`src/rtl/isp_entry_pkg.sv`:
```
package isp_entry_pkg;

  typedef enum logic [1:0] {
    ST_IDLE   = 2'd0,
    ST_ARMED  = 2'd1,
    ST_ACTIVE = 2'd2
  } entry_state_t;

  // saturating step: advance only when asked and below the ceiling
  function automatic int unsigned sat_step(int unsigned cur, int unsigned ceil_v, logic bump);
    return (bump && (cur < ceil_v)) ? cur + 1 : cur;
  endfunction

  function automatic logic at_limit(int unsigned cur, int unsigned ceil_v);
    return cur >= ceil_v;
  endfunction

  // last timer value before the wait window closes
  function automatic int unsigned last_wait(int unsigned window);
    return window - 1;
  endfunction

endpackage

```
`src/rtl/isp_pin_sync.sv`:
```
module isp_pin_sync #(
  parameter int STAGES  = 2,
  parameter bit RST_VAL = 1'b0
) (
  input  logic clk,
  input  logic rst_n,
  input  logic pin_i,
  output logic pin_o
);

  logic [STAGES-1:0] chain_q;

  generate
    if (STAGES == 1) begin : g_single
      always_ff @(posedge clk or negedge rst_n) begin
        if (!rst_n) chain_q <= RST_VAL;
        else        chain_q <= pin_i;
      end
    end else begin : g_chain
      always_ff @(posedge clk or negedge rst_n) begin
        if (!rst_n) chain_q <= {STAGES{RST_VAL}};
        else        chain_q <= {chain_q[STAGES-2:0], pin_i};
      end
    end
  endgenerate

  assign pin_o = chain_q[STAGES-1];

endmodule

```
`src/rtl/isp_run_counter.sv`:
```
module isp_run_counter
  import isp_entry_pkg::*;
#(
  parameter int LIMIT = 9,
  localparam int CW   = $clog2(LIMIT + 1)
) (
  input  logic clk,
  input  logic rst_n,
  input  logic clr,
  input  logic bump,
  output logic full
);

  logic [CW-1:0] cnt_q;

  always_ff @(posedge clk or negedge rst_n) begin
    if (!rst_n)   cnt_q <= '0;
    else if (clr) cnt_q <= '0;
    else          cnt_q <= CW'(sat_step(32'(cnt_q), LIMIT, bump));
  end

  assign full = at_limit(32'(cnt_q), LIMIT);


  count_ceiling_chk: assert property (@(posedge clk) disable iff (!rst_n)
    32'(cnt_q) <= LIMIT);


  count_clear_chk: assert property (@(posedge clk) disable iff (!rst_n)
    clr |=> (cnt_q == '0));

endmodule

```
`src/rtl/isp_entry_fsm.sv`:
```
module isp_entry_fsm
  import isp_entry_pkg::*;
#(
  parameter int TIMEOUT_CYCLES = 4096,
  localparam int TW = $clog2(TIMEOUT_CYCLES)
) (
  input  logic         clk,
  input  logic         rst_n,
  input  logic         arm_req,
  input  logic         vpp_detect,
  output entry_state_t state,
  output logic         start_pulse,
  output logic         timeout_evt
);

  entry_state_t  state_q, state_d;
  logic [TW-1:0] wait_q;
  logic          start_q;
  logic          vpp_evt;

  assign vpp_evt     = (state_q == ST_ARMED) && vpp_detect;
  assign timeout_evt = (state_q == ST_ARMED) && !vpp_detect &&
                       (32'(wait_q) == last_wait(TIMEOUT_CYCLES));

  always_comb begin
    state_d = state_q;
    unique case (state_q)
      ST_IDLE:   if (arm_req) state_d = ST_ARMED;
      ST_ARMED:  if (vpp_evt) state_d = ST_ACTIVE;
                 else if (timeout_evt) state_d = ST_IDLE;
      ST_ACTIVE: state_d = ST_ACTIVE;
      default:   state_d = ST_IDLE;
    endcase
  end

  always_ff @(posedge clk or negedge rst_n) begin
    if (!rst_n) begin
      state_q <= ST_IDLE;
      wait_q  <= '0;
      start_q <= 1'b0;
    end else begin
      state_q <= state_d;
      start_q <= vpp_evt;
      if (state_q != ST_ARMED) wait_q <= '0;
      else if (!vpp_detect)    wait_q <= wait_q + 1'b1;
    end
  end

  assign state       = state_q;
  assign start_pulse = start_q;


  start_single_chk: assert property (@(posedge clk) disable iff (!rst_n)
    start_pulse |=> !start_pulse);


  start_cause_chk: assert property (@(posedge clk) disable iff (!rst_n)
    start_pulse |-> ($past(vpp_detect) && state == ST_ACTIVE));


  timeout_idle_chk: assert property (@(posedge clk) disable iff (!rst_n)
    timeout_evt |=> (state == ST_IDLE));


  active_hold_chk: assert property (@(posedge clk) disable iff (!rst_n)
    (state == ST_ACTIVE) |=> (state == ST_ACTIVE));

endmodule

```
`src/rtl/isp_entry_detect.sv`:
```
module isp_entry_detect
  import isp_entry_pkg::*;
#(
  parameter int SYNC_STAGES    = 2,
  parameter int TOGGLE_MIN     = 9,
  parameter int LOW_MIN        = 9,
  parameter int TIMEOUT_CYCLES = 4096
) (
  input  logic clk,
  input  logic rst_n,
  input  logic ext_clk_sel,
  input  logic osc1_in,
  input  logic osc2_in,
  input  logic int_tick,
  input  logic vpp_detect,
  output logic isp_start,
  output logic isp_active,
  output logic reset_req,
  output logic port_input_force,
  output logic osc2_od_en,
  output logic prog_clk_en
);

  logic         osc1_s, osc2_s, osc1_prev;
  logic         osc1_rise, count_clr, arm_req;
  logic         tgl_full, low_full, timeout_evt;
  entry_state_t state;


  isp_pin_sync #(.STAGES(SYNC_STAGES), .RST_VAL(1'b0)) u_sync1 (
    .clk(clk), .rst_n(rst_n), .pin_i(osc1_in), .pin_o(osc1_s));

  isp_pin_sync #(.STAGES(SYNC_STAGES), .RST_VAL(1'b1)) u_sync2 (
    .clk(clk), .rst_n(rst_n), .pin_i(osc2_in), .pin_o(osc2_s));

  always_ff @(posedge clk or negedge rst_n) begin
    if (!rst_n) osc1_prev <= 1'b0;
    else        osc1_prev <= osc1_s;
  end

  assign osc1_rise = osc1_s && !osc1_prev;
  assign count_clr = osc2_s || (state != ST_IDLE);

  isp_run_counter #(.LIMIT(TOGGLE_MIN)) u_tgl_cnt (
    .clk(clk), .rst_n(rst_n), .clr(count_clr), .bump(osc1_rise), .full(tgl_full));

  isp_run_counter #(.LIMIT(LOW_MIN)) u_low_cnt (
    .clk(clk), .rst_n(rst_n), .clr(count_clr), .bump(int_tick), .full(low_full));

  assign arm_req = !osc2_s && (ext_clk_sel ? tgl_full : low_full);

  isp_entry_fsm #(.TIMEOUT_CYCLES(TIMEOUT_CYCLES)) u_fsm (
    .clk(clk), .rst_n(rst_n), .arm_req(arm_req), .vpp_detect(vpp_detect),
    .state(state), .start_pulse(isp_start), .timeout_evt(timeout_evt));

  assign reset_req        = (state != ST_IDLE);
  assign port_input_force = (state != ST_IDLE);
  assign osc2_od_en       = (state != ST_IDLE);
  assign isp_active       = (state == ST_ACTIVE);
  assign prog_clk_en      = (state == ST_ACTIVE);


  arm_low_chk: assert property (@(posedge clk) disable iff (!rst_n)
    $rose(reset_req) |-> $past(!osc2_s));


  arm_path_chk: assert property (@(posedge clk) disable iff (!rst_n)
    $rose(reset_req) |-> $past(ext_clk_sel ? tgl_full : low_full));


  drop_cause_chk: assert property (@(posedge clk) disable iff (!rst_n)
    $fell(reset_req) |-> $past(timeout_evt));

endmodule

```
`config.mk`:
```
export PLATFORM = sky130hd
export DESIGN_NAME = isp_entry_detect
export DESIGN_NICKNAME = d
export VERILOG_FILES = /design/src/rtl/isp_entry_pkg.sv /design/src/rtl/isp_pin_sync.sv /design/src/rtl/isp_run_counter.sv /design/src/rtl/isp_entry_fsm.sv /design/src/rtl/isp_entry_detect.sv
export SDC_FILE = /design/constraint.sdc
export NUM_CORES = 1
export LEC_CHECK = 0
export ABC_AREA = 1
export BUFFER_PORTS_ARGS = -buffer_cell sky130_fd_sc_hd__buf_2
export CORE_MARGIN = 3
export CORE_UTILIZATION = 45
export DETAILED_ROUTE_END_ITERATION = 8
export GPL_TIMING_DRIVEN = 0
export HOLD_SLACK_MARGIN = 0.08
export PLACE_DENSITY = 0.73
export SLEW_MARGIN = 20
export SYNTH_ARGS = -nofsm -noshare
export SYNTH_HDL_FRONTEND = slang
export SYNTH_SLANG_ARGS = --single-unit
```
`constraint.sdc`:
```
create_clock -name clk -period 1.3 [get_ports clk]
set_input_delay 0.195 -clock clk [delete_from_list [all_inputs] [get_ports clk]]
set_output_delay 0.195 -clock clk [all_outputs]
set_load 0.1 [all_outputs]
```
==> summary.txt, run 1 <==
Clocking
  • Clock Tree Buf Depth: 2
  • Root Buffer: clkbuf_4
  • CTS sink cnt: 28
  • H-tree depth: 1
  • Clk slew on worst S/H paths: 140 ps
  • CTS tree: built
  • Clock latency on the worst-skew pair: 320 ps
  • CTS buffer count: 3

Synth
  • Share of Yosys cell area claimed by the top area cell type: 44.4%
  • #FFs+latches synth: 28
  • Syn_nets: 181
  • Syn Inst Count: 167
  • Synth warn: 0
  • Share of the yosys chip area belonging to registers: 48.0%
  • Syn Std Cell Area: 1460 um^2
  • Unique masters post-synth: 27
  • Dominant cell type by area after synthesis: dfrtp_1
  • Mean Syn Cell Area: 8.77 um^2
  • Top cells by area, synth: dfrtp_1 (44%), nand2_1 (7.4%), inv_1 (6.7%), ha_1 (6.0%), nand3_1 (4.1%)

STA
  • Worst Skew: 4.37 ps
  • Setup ws final: -213 ps
  • Slew @ Worst Pin: 626 ps
  • Worst slew margin: 58.3%
  • Min Tclk post-route: 1510 ps
  • RSZ-0062 raised after global routing: true
  • Final Cycle Share: 116%
  • Fmax achieved: 661 MHz
  • Final Setup Violations: 13
  • Fin. Hold Viols: 0
  • Slew Limit Fails: 0

Floorplanning
  • Die ar.: 3970 um^2
  • Die X: 63.0 um
  • I/O Pins: 13
  • Row count: 20
  • Initial Util: 47.6%
  • Core box area: 3080 um^2
  • Die height: 63.0 um

Critical path
  • Worst EP arrival: 1320 ps
  • CP max-delay cell: dfrtp_1
  • Worst-path cell chain: or2_4, buf_6, buf_12
  • FF-to-FF setup slack: -110 ps
  • CP required: 1110 ps
  • Largest stage delay, worst path: 440 ps
  • Setup CP Type: flip-flop to output port
  • Nature of the critical path startpoint: flip-flop
  • Worst Path Max Fanout: 4
  • CP endpoint kind: output port

Detailed routing
  • Antenna Nets Post-Route: 0
  • Vias/cell: 5.05
  • DRT Pass-1 Iters: 5
  • Routed WL: 3070 um
  • Wire per inst: 12.7 um
  • Via count: 1223
  • Initial DRC count: 82
  • DRC: 0

Power
  • Power Total: 3.16 mW
  • Maximum vdd drop: 654 uV
  • Leak: 0.919 nW
  • PwrDens: 1650 nW/um^2

Global route
  • Antenna violations before repair: 0
  • Tot GR Track Use: 16.2%
  • First-pass GRT wire length: 5170 um
  • Total gr overflow: 0
  • Largest net degree at the start of global routing: 29
  • Vias in the first global route: 1200

Final layout
  • Final antenna diode count: 0
  • Most frequent cells in the layout: dfrtp_1 (26), nand2_1 (24), inv_1 (22), buf_4 (11), nand3_1 (10)
  • Layout area overhead: 30.8%
  • Commonest non-fill, non-tap cell in the layout: dfrtp_1
  • Layout Nets: 213
  • Layout cells sized above 1: 33.3%
  • Fin util: 62.2%

Place
  • Buffers on Ports: 12
  • Hpwl dp: 2020 um
  • Routability cong.: 0.832

Outcome
  • Failing checks: setup timing
  • Status: finished, violations left

Flow run
  • MaxCap Viol Count: 0

Min path
  • HP Class: input pin to flip-flop
==> state kept, by name (all words and copies together) (netlist names) <==
register,flops
u_tgl_cnt.cnt_q,4
u_fsm.wait_q,12
u_sync2.chain_q,2
u_low_cnt.cnt_q,4
osc1_prev,1
u_fsm.state,2
u_sync1.chain_q,2
u_fsm.start_pulse,1
==> kinds of logic (layout without fill, tap and decap cells) <==
group	count (synthesis)	in the layout	synth area share [%]
AND/OR/NAND/NOR	76	76	26.7
buffers and inverters	30	61	8.97
flip-flops	28	28	48.0
AO/OA/AOI/OAI	24	24	9.15
adder cells (fa/ha/maj)	7	7	5.98
XOR/XNOR	2	2	1.20
==> worst max-delay path: cells and delay by family (launching register included) <==
family / cells / cell delay, ps
DFF: 1 / 440
and+or+nand+nor: 1 / 280
buffers and inverters: 2 / 280
==> repair_timing <==
| item | in CTS | in global routing |
|---|---|---|
| cloned | 1 | 0 |
| pin swaps | 3 | 4 |
| gates resized for setup | 30 | 24 |
| hold endpoints to repair | 28 | 0 |
| setup buffers | 8 | 3 |
| endpoints found under the setup margin | 17 | 20 |
| hold buffers | 3 | 0 |
==> synthesized netlist by cell type <==
cell type  instances
a21oi_1            7
a22o_1             1
a31oi_1            1
and3_1             1
buf_4              3
buf_6              1
dfrtp_1           26
dfstp_2            2
ha_1               7
inv_1             26
nand2_1           29
nand2_2            4
nand2_4            1
nand3_1           12
nand3_2            1
nand3b_1           2
nand4_1            5
nor2_1            11
nor2_2             2
nor2_4             4
nor3_1             3
o21ai_0           11
o21ai_1            1
o21ai_2            2
o22ai_1            1
or2_4              1
xor2_1             2
==> stage by stage <==
stage | area (um^2) | hold slack [ps] | TNS, ps | instances | worst slack [ps]
after CTS | 1820 | 172 | -946 | 239 | -190
final | 1910 | 182 | -1550 | 242 | -213
after global routing | 1910 | 183 | -2670 | 242 | -265
after floorplan | 1480 | -101 | -103 | 167 | -74.2
after global placement | 1600 | 236 | -109 | 223 | -81.8
after detailed placement | 1600 | 247 | -439 | 223 | -111
==> final cells by class <==
type	count	area, um^2
sequential	28	703
tap	44	55.1
buffer	4	53.8
inverter	26	100
clock buffer	4	36.3
timing repair buffer	27	265
fill	259	1160
multi-input combinational	109	701
==> where the power goes <==
part           switching (mW)  total [mW]  internal, mW
clock                   0.250       0.421         0.171
combinational            1.07        1.74         0.668
sequential             0.0583        1.00         0.946
total                    1.38        3.16          1.79
==> routing by layer <==
metal  track usage [%]  vias to the layer above  wire length (um)
li1                  -                      604                 -
met1              18.8                      591              1280
met2              30.0                       22              1660
met3              2.34                        6                75
met4              5.79                        0                53
met5                 0                        -                 0
==> final timing paths <==
check                                        start                  to  depth (start not counted)
min in group asynchronous                    rst_n     u_fsm.wait_q[3]                          2
worst max-delay path                u_fsm.state[1]    port_input_force                          3
max in group asynchronous                    rst_n  u_tgl_cnt.cnt_q[1]                          2
worst min-delay path                      int_tick  u_low_cnt.cnt_q[1]                          4
worst max register to register      u_fsm.state[1]  u_low_cnt.cnt_q[0]                          6
worst min register to register  u_sync2.chain_q[0]  u_sync2.chain_q[1]                          0
Note: power is estimated with default switching activity, not from simulation.
==> inputs of run 2 (changes only) <==
--- a/config.mk
+++ b/config.mk
@@ -12,8 +12,9 @@
 export DETAILED_ROUTE_END_ITERATION = 8
 export GPL_TIMING_DRIVEN = 0
 export HOLD_SLACK_MARGIN = 0.08
-export PLACE_DENSITY = 0.73
+export PLACE_DENSITY = 0.71
 export SLEW_MARGIN = 20
 export SYNTH_ARGS = -nofsm -noshare
 export SYNTH_HDL_FRONTEND = slang
+export SYNTH_HIERARCHICAL = 1
 export SYNTH_SLANG_ARGS = --single-unit
==> constraint.sdc (replaced) <==
create_clock -name clk -period 1.7 [get_ports clk]
set_input_delay 0.255 -clock clk [delete_from_list [all_inputs] [get_ports clk]]
set_output_delay 0.255 -clock clk [all_outputs]
set_load 0.1 [all_outputs]
==> summary.txt, run 2 <==
Outcome
  • Status: finished, final reports clean (was finished, violations left)

Detailed routing
  • DRC: 0 (unchanged)
  • Vias/cell: 4.73 (was 5.05)
  • Antenna Nets Post-Route: 0 (unchanged)
  • Wire per inst: 10.1 um (was 12.7 um)
  • Via count: 1224 (was 1223)
  • Initial DRC count: 64 (was 82)
  • Routed WL: 2620 um (was 3070 um)
  • DRT Pass-1 Iters: 4 (was 5)

Final layout
  • Largest regs: u_fsm/wait_q (12), u_low_cnt/cnt_q (4), u_tgl_cnt/cnt_q (4) (was u_fsm.wait_q (12), u_low_cnt.cnt_q (4), u_tgl_cnt.cnt_q (4))
  • Fillers: 327 (was 259)
  • Layout cells sized above 1: 16.3% (was 33.3%)
  • Max reg flops: 12 (unchanged)
  • Fin util: 55.0% (was 62.2%)
  • Layout area overhead: 13.1% (was 30.8%)
  • Final antenna diode count: 0 (unchanged)
  • Top reg by flops: u_fsm/wait_q (was u_fsm.wait_q)
  • Most frequent cells in the layout: nand2_1 (49), inv_1 (29), dfrtp_1 (26), nor2_1 (22), nand3_1 (16) (was dfrtp_1 (26), nand2_1 (24), inv_1 (22), buf_4 (11), nand3_1 (10))
  • Multi-input gate area: 698 um^2 (was 701 um^2)
  • Register Area: 703 um^2 (unchanged)
  • Commonest non-fill, non-tap cell in the layout: nand2_1 (was dfrtp_1)
  • Layout Nets: 230 (was 213)

Synth
  • Syn Inst Count: 196 (was 167)
  • Syn_nets: 210 (was 181)
  • Synth warn: 6 (was 0)
  • Syn Std Cell Area: 1530 um^2 (was 1460 um^2)
  • Mean Syn Cell Area: 7.83 um^2 (was 8.77 um^2)

Critical path
  • Reg2reg start: u_fsm/wait_q[0] (was u_fsm.state[1])
  • Worst-path cell chain: inv_1, nand2_2, buf_4, buf_4 (was or2_4, buf_6, buf_12)
  • FF-to-FF setup slack: 220 ps (was -110 ps)
  • R2R cell count: 6 (unchanged)
  • Crit path buf inv count: 3 (was 2)
  • Largest stage delay, worst path: 470 ps (was 440 ps)
  • Worst EP arrival: 1360 ps (was 1320 ps)
  • CP required: 1440 ps (was 1110 ps)
  • Nature of the critical path startpoint: flip-flop (unchanged)
  • CP max-delay cell: dfrtp_1 (unchanged)
  • Worst Path Max Fanout: 5 (was 4)
  • CP dominant cell by count: buf_4
  • RR Endpoint: u_fsm/wait_q[8] (was u_low_cnt.cnt_q[0])
  • Setup CP Type: flip-flop to output port (unchanged)
  • Crit-path leading delay family: buffers and inverters (was flip-flops)
  • CP endpoint kind: output port (unchanged)

STA
  • RSZ-0062 raised after global routing: false (was true)
  • Slew Limit Fails: 0 (unchanged)
  • Sum Neg Setup Slack: 0 ps (was -1550 ps)
  • Fmax achieved: 620 MHz
  • Slew @ Worst Pin: 609 ps (was 626 ps)
  • Worst slew margin: 59.4% (was 58.3%)
  • Fin. Hold Viols: 0 (unchanged)
  • Final Setup Violations: 0 (was 13)
  • Min Tclk post-route: 1610 ps
  • Worst Skew: 9.53 ps (was 4.37 ps)
  • Final Cycle Share: 94.9%

Clocking
  • H-tree depth: 1 (unchanged)
  • CTS sink cnt: 28 (unchanged)
  • Root Buffer: clkbuf_4 (unchanged)
  • CTS buffer count: 3 (unchanged)
  • # Post-CTS Setup Buffers: 0 (was 8)
  • CTS tree: built (unchanged)
  • Clock Tree Buf Depth: 2 (unchanged)
  • Clk slew on worst S/H paths: 140 ps (about the same)
  • Clock latency on the worst-skew pair: 320 ps (about the same)

Min path
  • Hold Path Cell Cnt: 3 (was 4)
  • Hold Crit Endpoint: u_low_cnt/cnt_q[2] (was u_low_cnt.cnt_q[1])
  • HP Class: input pin to flip-flop (unchanged)
  • Min-delay src: int_tick (unchanged)

Power
  • Leak: 0.904 nW (was 0.919 nW)
  • Power Total: 1.03 mW (was 3.16 mW)
  • PwrDens: 591 nW/um^2 (was 1650 nW/um^2)
  • Maximum vdd drop: 285 uV (was 654 uV)

Floorplanning
  • Die height: 64.4 um (was 63.0 um)
  • Row count: 20 (unchanged)
  • Die X: 64.4 um (was 63.0 um)
  • Initial Util: 48.7% (was 47.6%)
  • I/O Pins: 13 (unchanged)
  • Core box area: 3150 um^2 (was 3080 um^2)
  • Die ar.: 4150 um^2 (was 3970 um^2)

Global route
  • Largest net degree at the start of global routing: 29 (unchanged)
  • Vias in the first global route: 1131 (was 1200)
  • First-pass GRT wire length: 4710 um (was 5170 um)
  • Antenna violations before repair: 0 (unchanged)
  • Total gr overflow: 0 (unchanged)
  • Tot GR Track Use: 14.2% (was 16.2%)

Flow run
  • MaxCap Viol Count: 0 (unchanged)

Place
  • Hpwl dp: 1930 um (was 2020 um)
  • Buffers on Ports: 12 (unchanged)
  • Routability cong.: 0.867 (was 0.832)
## run 2: area by class of cell
| type | instances | share of cell area (%) |
|---|---|---|
| buffer | 3 | 1.30 |
| sequential | 28 | 40.5 |
| tap | 44 | 3.17 |
| inverter | 32 | 6.92 |
| timing repair buffer | 15 | 5.77 |
| clock buffer | 4 | 2.09 |
| multi-input combinational | 133 | 40.2 |
## run 2: where the power goes
group          total, mW  internal, mW  switching [mW]
Combinational     0.0390        0.0126          0.0264
Clock              0.311         0.131           0.180
Sequential         0.676         0.674         0.00167
## run 2: worst max path at each step
| stage | start | endpoint | cells past startpoint |
|---|---|---|---|
| 6_report | u_fsm/state[0] | port_input_force | 4 |
| 3_3_place_gp | u_fsm/wait_q[0] | u_fsm/wait_q[8] | 6 |
| 3_5_place_dp | u_fsm/wait_q[0] | u_fsm/wait_q[8] | 6 |
| 2_1_floorplan | u_fsm/state[0] | prog_clk_en | 2 |
| 4_1_cts | u_fsm/state[0] | prog_clk_en | 3 |
| 5_1_grt | u_fsm/state[0] | port_input_force | 4 |
## run 2: stage by stage
| step | setup slack, ps | cell area [um^2] | cells | hold WS [ps] |
|---|---|---|---|---|
| finish | 87.3 | 1740 | 259 | 218 |
| global route | 6.46 | 1740 | 259 | 210 |
| CTS | 7.76 | 1730 | 259 | 204 |
| detailed placement | 255 | 1660 | 252 | 310 |
| global placement | 255 | 1660 | 252 | 307 |
| floorplan | 111 | 1540 | 196 | -40.6 |
## run 2: worst min-delay path, cell delays in order
cell and delay, ps:
buf_2 130, nand4_1 90, nand2_1 40
## run 2: routing by layer
layer / share of wire (%) / up-vias / GRT usage, %
li1: - / 660 / -
met1: 51 / 547 / 19.2
met2: 46 / 15 / 23.2
met3: 2.4 / 2 / 2.11
met4: 0.88 / 0 / 4.75
met5: 0 / - / 0
## run 2: repair_timing
item | CTS | global route
gates resized for setup | 2 | 2
endpoints found under the setup margin | 2 | 2
hold buffers | 3 | 0
endpoints found under the hold margin | 28 | 0
